===== src/rtl/irq_latch_pkg.sv =====
package irq_latch_pkg;

    typedef enum logic {
        TRIG_EDGE  = 1'b0,
        TRIG_LEVEL = 1'b1
    } trig_mode_e;

    typedef struct packed {
        logic pend;
        logic prev;
    } line_state_t;

    // Next state of one request line for one sample.
    function automatic line_state_t line_step(
        line_state_t cur,
        trig_mode_e  mode,
        logic        req,
        logic        ack,
        logic        reinit
    );
        line_state_t nxt;
        if (reinit) begin
            nxt.pend = (mode == TRIG_LEVEL) ? cur.pend : 1'b0;
            nxt.prev = 1'b0;
        end else if (mode == TRIG_LEVEL) begin
            nxt.pend = req;
            nxt.prev = req;
        end else begin
            nxt.pend = (cur.pend | (req & ~cur.prev)) & ~ack;
            nxt.prev = req;
        end
        return nxt;
    endfunction

endpackage


===== src/rtl/irq_trig_reg.sv =====
module irq_trig_reg #(
    parameter int unsigned           NUM_LINES  = 8,
    parameter logic [NUM_LINES-1:0]  TRIG_WMASK = '1
) (
    input  logic                 clk,
    input  logic                 rst,
    input  logic                 we,
    input  logic [NUM_LINES-1:0] wdata,
    output logic [NUM_LINES-1:0] mode_q
);
    always_ff @(posedge clk) begin
        if (rst) begin
            mode_q <= '0;
        end else if (we) begin
            mode_q <= wdata & TRIG_WMASK;
        end
    end
endmodule


===== src/rtl/irq_ack_decode.sv =====
module irq_ack_decode #(
    parameter int unsigned NUM_LINES = 8,
    localparam int unsigned IDX_W    = $clog2(NUM_LINES)
) (
    input  logic                 valid,
    input  logic [IDX_W-1:0]     line,
    output logic [NUM_LINES-1:0] hit
);
    for (genvar g = 0; g < NUM_LINES; g++) begin : g_dec
        assign hit[g] = valid && (line == IDX_W'(g));
    end
endmodule


===== src/rtl/irq_line_cell.sv =====
module irq_line_cell
    import irq_latch_pkg::*;
(
    input  logic clk,
    input  logic rst,
    input  logic req,
    input  logic level_mode,
    input  logic ack_hit,
    input  logic reinit,
    output logic pend,
    output logic newreq
);
    line_state_t st_q;
    line_state_t st_d;

    always_comb begin
        st_d = line_step(st_q, trig_mode_e'(level_mode), req, ack_hit, reinit);
    end

    always_ff @(posedge clk) begin
        if (rst) begin
            st_q   <= '0;
            newreq <= 1'b0;
        end else begin
            st_q   <= st_d;
            newreq <= st_d.pend & ~st_q.pend;
        end
    end

    assign pend = st_q.pend;
endmodule


===== src/rtl/irq_req_latch.sv =====
module irq_req_latch #(
    parameter int unsigned           NUM_LINES  = 8,
    parameter logic [NUM_LINES-1:0]  TRIG_WMASK = 8'hF8,
    localparam int unsigned          IDX_W      = $clog2(NUM_LINES)
) (
    input  logic                 clk,
    input  logic                 rst,
    input  logic [NUM_LINES-1:0] req_i,
    input  logic [NUM_LINES-1:0] mask_i,
    input  logic                 trig_we_i,
    input  logic [NUM_LINES-1:0] trig_wdata_i,
    output logic [NUM_LINES-1:0] trig_rdata_o,
    input  logic                 ack_valid_i,
    input  logic [IDX_W-1:0]     ack_line_i,
    input  logic                 reinit_i,
    output logic [NUM_LINES-1:0] pending_o,
    output logic [NUM_LINES-1:0] newreq_o,
    output logic [NUM_LINES-1:0] masked_o
);
    logic [NUM_LINES-1:0] mode_q;
    logic [NUM_LINES-1:0] ack_hit;
    logic [NUM_LINES-1:0] mask_q;

    irq_trig_reg #(
        .NUM_LINES  (NUM_LINES),
        .TRIG_WMASK (TRIG_WMASK)
    ) u_trig (
        .clk    (clk),
        .rst    (rst),
        .we     (trig_we_i),
        .wdata  (trig_wdata_i),
        .mode_q (mode_q)
    );

    irq_ack_decode #(
        .NUM_LINES (NUM_LINES)
    ) u_ack (
        .valid (ack_valid_i),
        .line  (ack_line_i),
        .hit   (ack_hit)
    );

    for (genvar g = 0; g < NUM_LINES; g++) begin : g_line
        irq_line_cell u_cell (
            .clk        (clk),
            .rst        (rst),
            .req        (req_i[g]),
            .level_mode (mode_q[g]),
            .ack_hit    (ack_hit[g]),
            .reinit     (reinit_i),
            .pend       (pending_o[g]),
            .newreq     (newreq_o[g])
        );
    end

    always_ff @(posedge clk) begin
        if (rst) begin
            mask_q <= '0;
        end else begin
            mask_q <= mask_i;
        end
    end

    assign trig_rdata_o = mode_q;
    assign masked_o     = mask_q;
endmodule


===== config.mk =====
export PLATFORM = sky130hd
export DESIGN_NAME = irq_req_latch
export DESIGN_NICKNAME = d
export VERILOG_FILES = /design/src/rtl/irq_latch_pkg.sv /design/src/rtl/irq_trig_reg.sv /design/src/rtl/irq_ack_decode.sv /design/src/rtl/irq_line_cell.sv /design/src/rtl/irq_req_latch.sv
export SDC_FILE = /design/constraint.sdc
export NUM_CORES = 1
export LEC_CHECK = 0
export ABC_AREA = 1
export CORE_MARGIN = 10
export CORE_UTILIZATION = 40
export CTS_CLUSTER_SIZE = 14
export DETAILED_ROUTE_END_ITERATION = 6
export DONT_BUFFER_PORTS = 1
export GPL_ROUTABILITY_DRIVEN = 0
export PLACE_DENSITY = 0.52
export SYNTH_ARGS = -nofsm -noshare
export SYNTH_HDL_FRONTEND = slang
export SYNTH_SLANG_ARGS = --single-unit

===== constraint.sdc =====
create_clock -name clk -period 1.27 [get_ports clk]
set_input_delay 0.254 -clock clk [delete_from_list [all_inputs] [get_ports clk]]
set_output_delay 0.254 -clock clk [all_outputs]
set_load 0.01 [all_outputs]

; ---- Word level (Yosys, flattened, before mapping)
; Cells that the tools add are included.
[totals]
register_bits = 37
out_inout_bits = 32
[op_classes]
n_eq_ne = 7
mux = 18
bitwise_logic = 56
n_reduce_logical = 10
[ops]
columns = op, count
row1 = two-way mux 2 bit, 13
row2 = AND 1 bit, 24
row3 = NOT 1 bit, 24
row4 = "equality test 3 bit, second input constant", 4
row5 = logical AND 1 bit, 8
row6 = bitwise OR 1 bit, 8
row7 = "equality test 3 x 2 -> 1 bit, second input constant", 2
row8 = two-way mux 1 bit, 5
row9 = "equality test 3 x 1 -> 1 bit, second input constant", 1
row10 = zero test 3 bit, 1
row11 = OR reduction 2 bit, 1

; ---- Logic depth before layout (Yosys ltp)
[logic_depth]
depth_word = 7
depth_mapped = 6
mapped_depth_nobuf = 5

; ---- Modules after synthesis
; From an unflattened synthesis, not the netlist that was laid out.
[unflattened]
cells_unflattened = 246
hier_area_um2 = 1591.5
[modules_own_cells]
columns = module, instances, cells_per_inst, area_each_um2, seq_area_each_um2
row1 = irq_line_cell, 8, 21, 132.6, 60.1
row2 = irq_trig_reg, 1, 36, 235.2, 100.1
row3 = irq_req_latch, 1, 25, 231.5, 160.2
row4 = irq_ack_decode, 1, 17, 63.8, 0.0

; ---- Worst setup path before layout
; No wires, ideal clock.
[synth_timing]
path_kind = input port to flip-flop
start = input rst
end = register g_line[3].u_cell.newreq
setup_time_ns = 0.066
arrival_ns = 0.760
required_ns = 1.204
path_slack_ns = 0.444
path_stages = 5
path_cell_list = buf_6 > buf_8 > nor2_4 > nand2_2 > a21oi_2
[synth_lines]
columns = item, line_no
row1 = from (decl), irq_req_latch.sv:7  ; input logic rst,
row2 = to (signal assigned), irq_line_cell.sv:26  ; newreq <= st_d.pend & ~st_q.pend;
row3 = to (decl), irq_line_cell.sv:11  ; output logic newreq

; ---- Worst setup path in the final report
[layout_timing]
start = register g_line[6].u_cell.st_q (netlist bit g_line[6].u_cell.pend)
end = output pending_o[6]
[layout_lines]
columns = item, line_no
row1 = from (decl), irq_line_cell.sv:13  ; line_state_t st_q;
row2 = from (signal assigned), irq_line_cell.sv:25  ; st_q <= st_d;
row3 = to (decl), irq_req_latch.sv:16  ; output logic [NUM_LINES-1:0] pending_o,
; No word-level cell between the ends.

==> metrics <==
Hold Path Sink masked_o[1]; I/O Pins 64; IR drop worst, VDD 0.000471 V; crit path from g_line[6].u_cell.pend; # fillers 396; FF-to-FF path depth 5; clock root cell clkbuf_8; Synth Area in XOR/XNOR 0; Skew-Pair Late Insertion Delay 0.28 ns; hold path startpoint rst; Post-Route WL 3.21 mm; share of cells above drive strength 1 0.0595; Clock Skew 0.00224 ns; Worst R2R End g_line[3].u_cell.newreq; Synth cell types 18; Fin. Hold Viols 0; wire per inst 13.8 microns; RSZ-0062 raised after global routing no; sequential area share after synthesis 0.474; first-pass iteration count of the detailed router 4; HPWL after DPL 2.53 mm; TritonCTS clock tree built; Reg-to-Reg Start u_trig.mode_q[3]; CP endpoint kind output port; simple-gate area share of the yosys netlist 0.244; slack of the worst reg-to-reg path 0.31 ns; Max Buffers Root-to-Sink 2; register bit count reported by yosys 37; Post-route DRC 0; Pleak 0.748 nW; fin worst setup slack 0.283 ns; antenna violations before repair 0; WP data arrival 0.73 ns; Layout area overhead -4.96%; vias per inst 4.42; Routed Antenna Nets 0; synth warn 0; gr ovfl total 0; Post-Synthesis Cell Area 1560 sq um; initial core utilization 0.421; Max Fclk 1.01 GHz; Nets 216; Synth Area in Compound Gates 0.0592; final critical path time including I/O delays and setup 0.987 ns; # clock sinks 37; Die Span Y 82.5 microns; multiplexer area fraction after synthesis 0; hold_ws 0.0374 ns; Max-Cap Viols 0; status finished clean; Data required, critical path 1.02 ns; Reg clk slew, reported paths 0.07 ns; vias 1030; Core Area 3720 sq um; startpoint type of the worst setup path flip-flop; commonest non-fill, non-tap cells in the layout nand2_1 (49), dfxtp_1 (37), nor2_1 (32); Die ar. 6810 sq um; Tot GR Track Use 0.0991; Syn Inst Count 203; Tcrit/Tclk final 0.777; first-pass GRT wire length 4.89 mm; DP Worst Slack 0.317 ns; Min-Delay Path Depth 1; Hold Crit Class primary input to flip-flop; Post-Synth Adder-Cell Area 0; H-Tree Depth 2; Fin Setup TNS 0 ns; worst-path fanout max 4; Pins Over Slew Limit 0; largest net degree at the start of global routing 25; # diodes 0; DR iter-0 viols 32; Final Setup Violations 0; PD cells 1490 nW/um^2; largest family of logic cells by synthesized area simple AND/OR/NAND/NOR gates; total CTS buffers 5; vias in the first global route 988; Post-CTS Setup Bufs 0; post-cts sizing count 0; most common cell after layout, fill and taps aside nand2_1; Std-Cell Rows 22; CP Class flip-flop to output port; hold-fix buffer count after cts 0; Port Buffers 0; Mean Syn Cell Area 7.70 sq um; Die Width 82.5 microns
==> per-stage QoR <==
step                power (mW)   util  cells  area, sq um
detailed placement        1.47  0.378    225         1410
global route              2.36  0.400    233         1490
CTS                       2.26  0.400    233         1490
floorplan                 1.52      -    205         1570
finish                    2.21  0.400    233         1490
global placement          1.47  0.378    225         1410
==> state kept, by name (all words and copies together) (netlist names) <==
signal / count
g_line.u_cell.st_q: 8
masked_o: 8
u_trig.mode_q: 5
g_line.u_cell.newreq: 8
g_line.u_cell.pend: 8
==> how the worst max path moves through the flow <==
stage / slack, ns / endpoint / depth (start not counted)
floorplan: 0.44 / g_line[3].u_cell.newreq / 5
global placement: 0.36 / g_line[3].u_cell.newreq / 5
detailed placement: 0.32 / g_line[3].u_cell.newreq / 5
CTS: 0.26 / pending_o[6] / 0
global route: 0.20 / g_line[3].u_cell.newreq / 5
finish: 0.28 / pending_o[6] / 0
==> routing by layer <==
layer,part of all wire,up-vias,global-route usage
met4,0.019,0,0.0502
li1,-,539,-
met3,0.13,7,0.0670
met5,0,-,0
met1,0.35,450,0.0942
met2,0.50,34,0.161
==> cell families after synthesis <==
kind of cell | Yosys count
buf+inv | 60
compound gates | 13
simple gates | 92
other cells | 1
flops | 37
==> area by class of cell <==
type	instances	area (sq um)	area share
clock buffer	8	80.1	0.0539
inverter	32	120	0.0808
multi-input combinational	108	485	0.327
sequential	37	741	0.498
tap	48	60.1	0.0404
==> synth_stat cells <==
cell type | count | area share
a211oi_1 | 5 | 0.024
inv_2 | 1 | 0.0024
a21oi_2 | 2 | 0.011
dfxtp_1 | 37 | 0.47
conb_1 | 1 | 0.0024
inv_1 | 30 | 0.072
nand2_1 | 49 | 0.12
nor2_4 | 1 | 0.0072
buf_8 | 1 | 0.0096
buf_6 | 2 | 0.014
nand2_2 | 1 | 0.0040
clkinv_1 | 1 | 0.0024
nor2_8 | 1 | 0.013
a21oi_1 | 3 | 0.0096
o21bai_1 | 3 | 0.014
buf_4 | 25 | 0.12
nor2_1 | 32 | 0.077
nand3_1 | 8 | 0.026
==> report_power, final <==
part / switching, mW / internal [mW] / leakage (nW) / total [mW]
Clock: 0.378 / 0.389 / 0.0395 / 0.767
Sequential: 0.0687 / 1.23 / 0.306 / 1.30
Combinational: 0.0893 / 0.0568 / 0.403 / 0.146
Power figures use the tool's default switching activity.
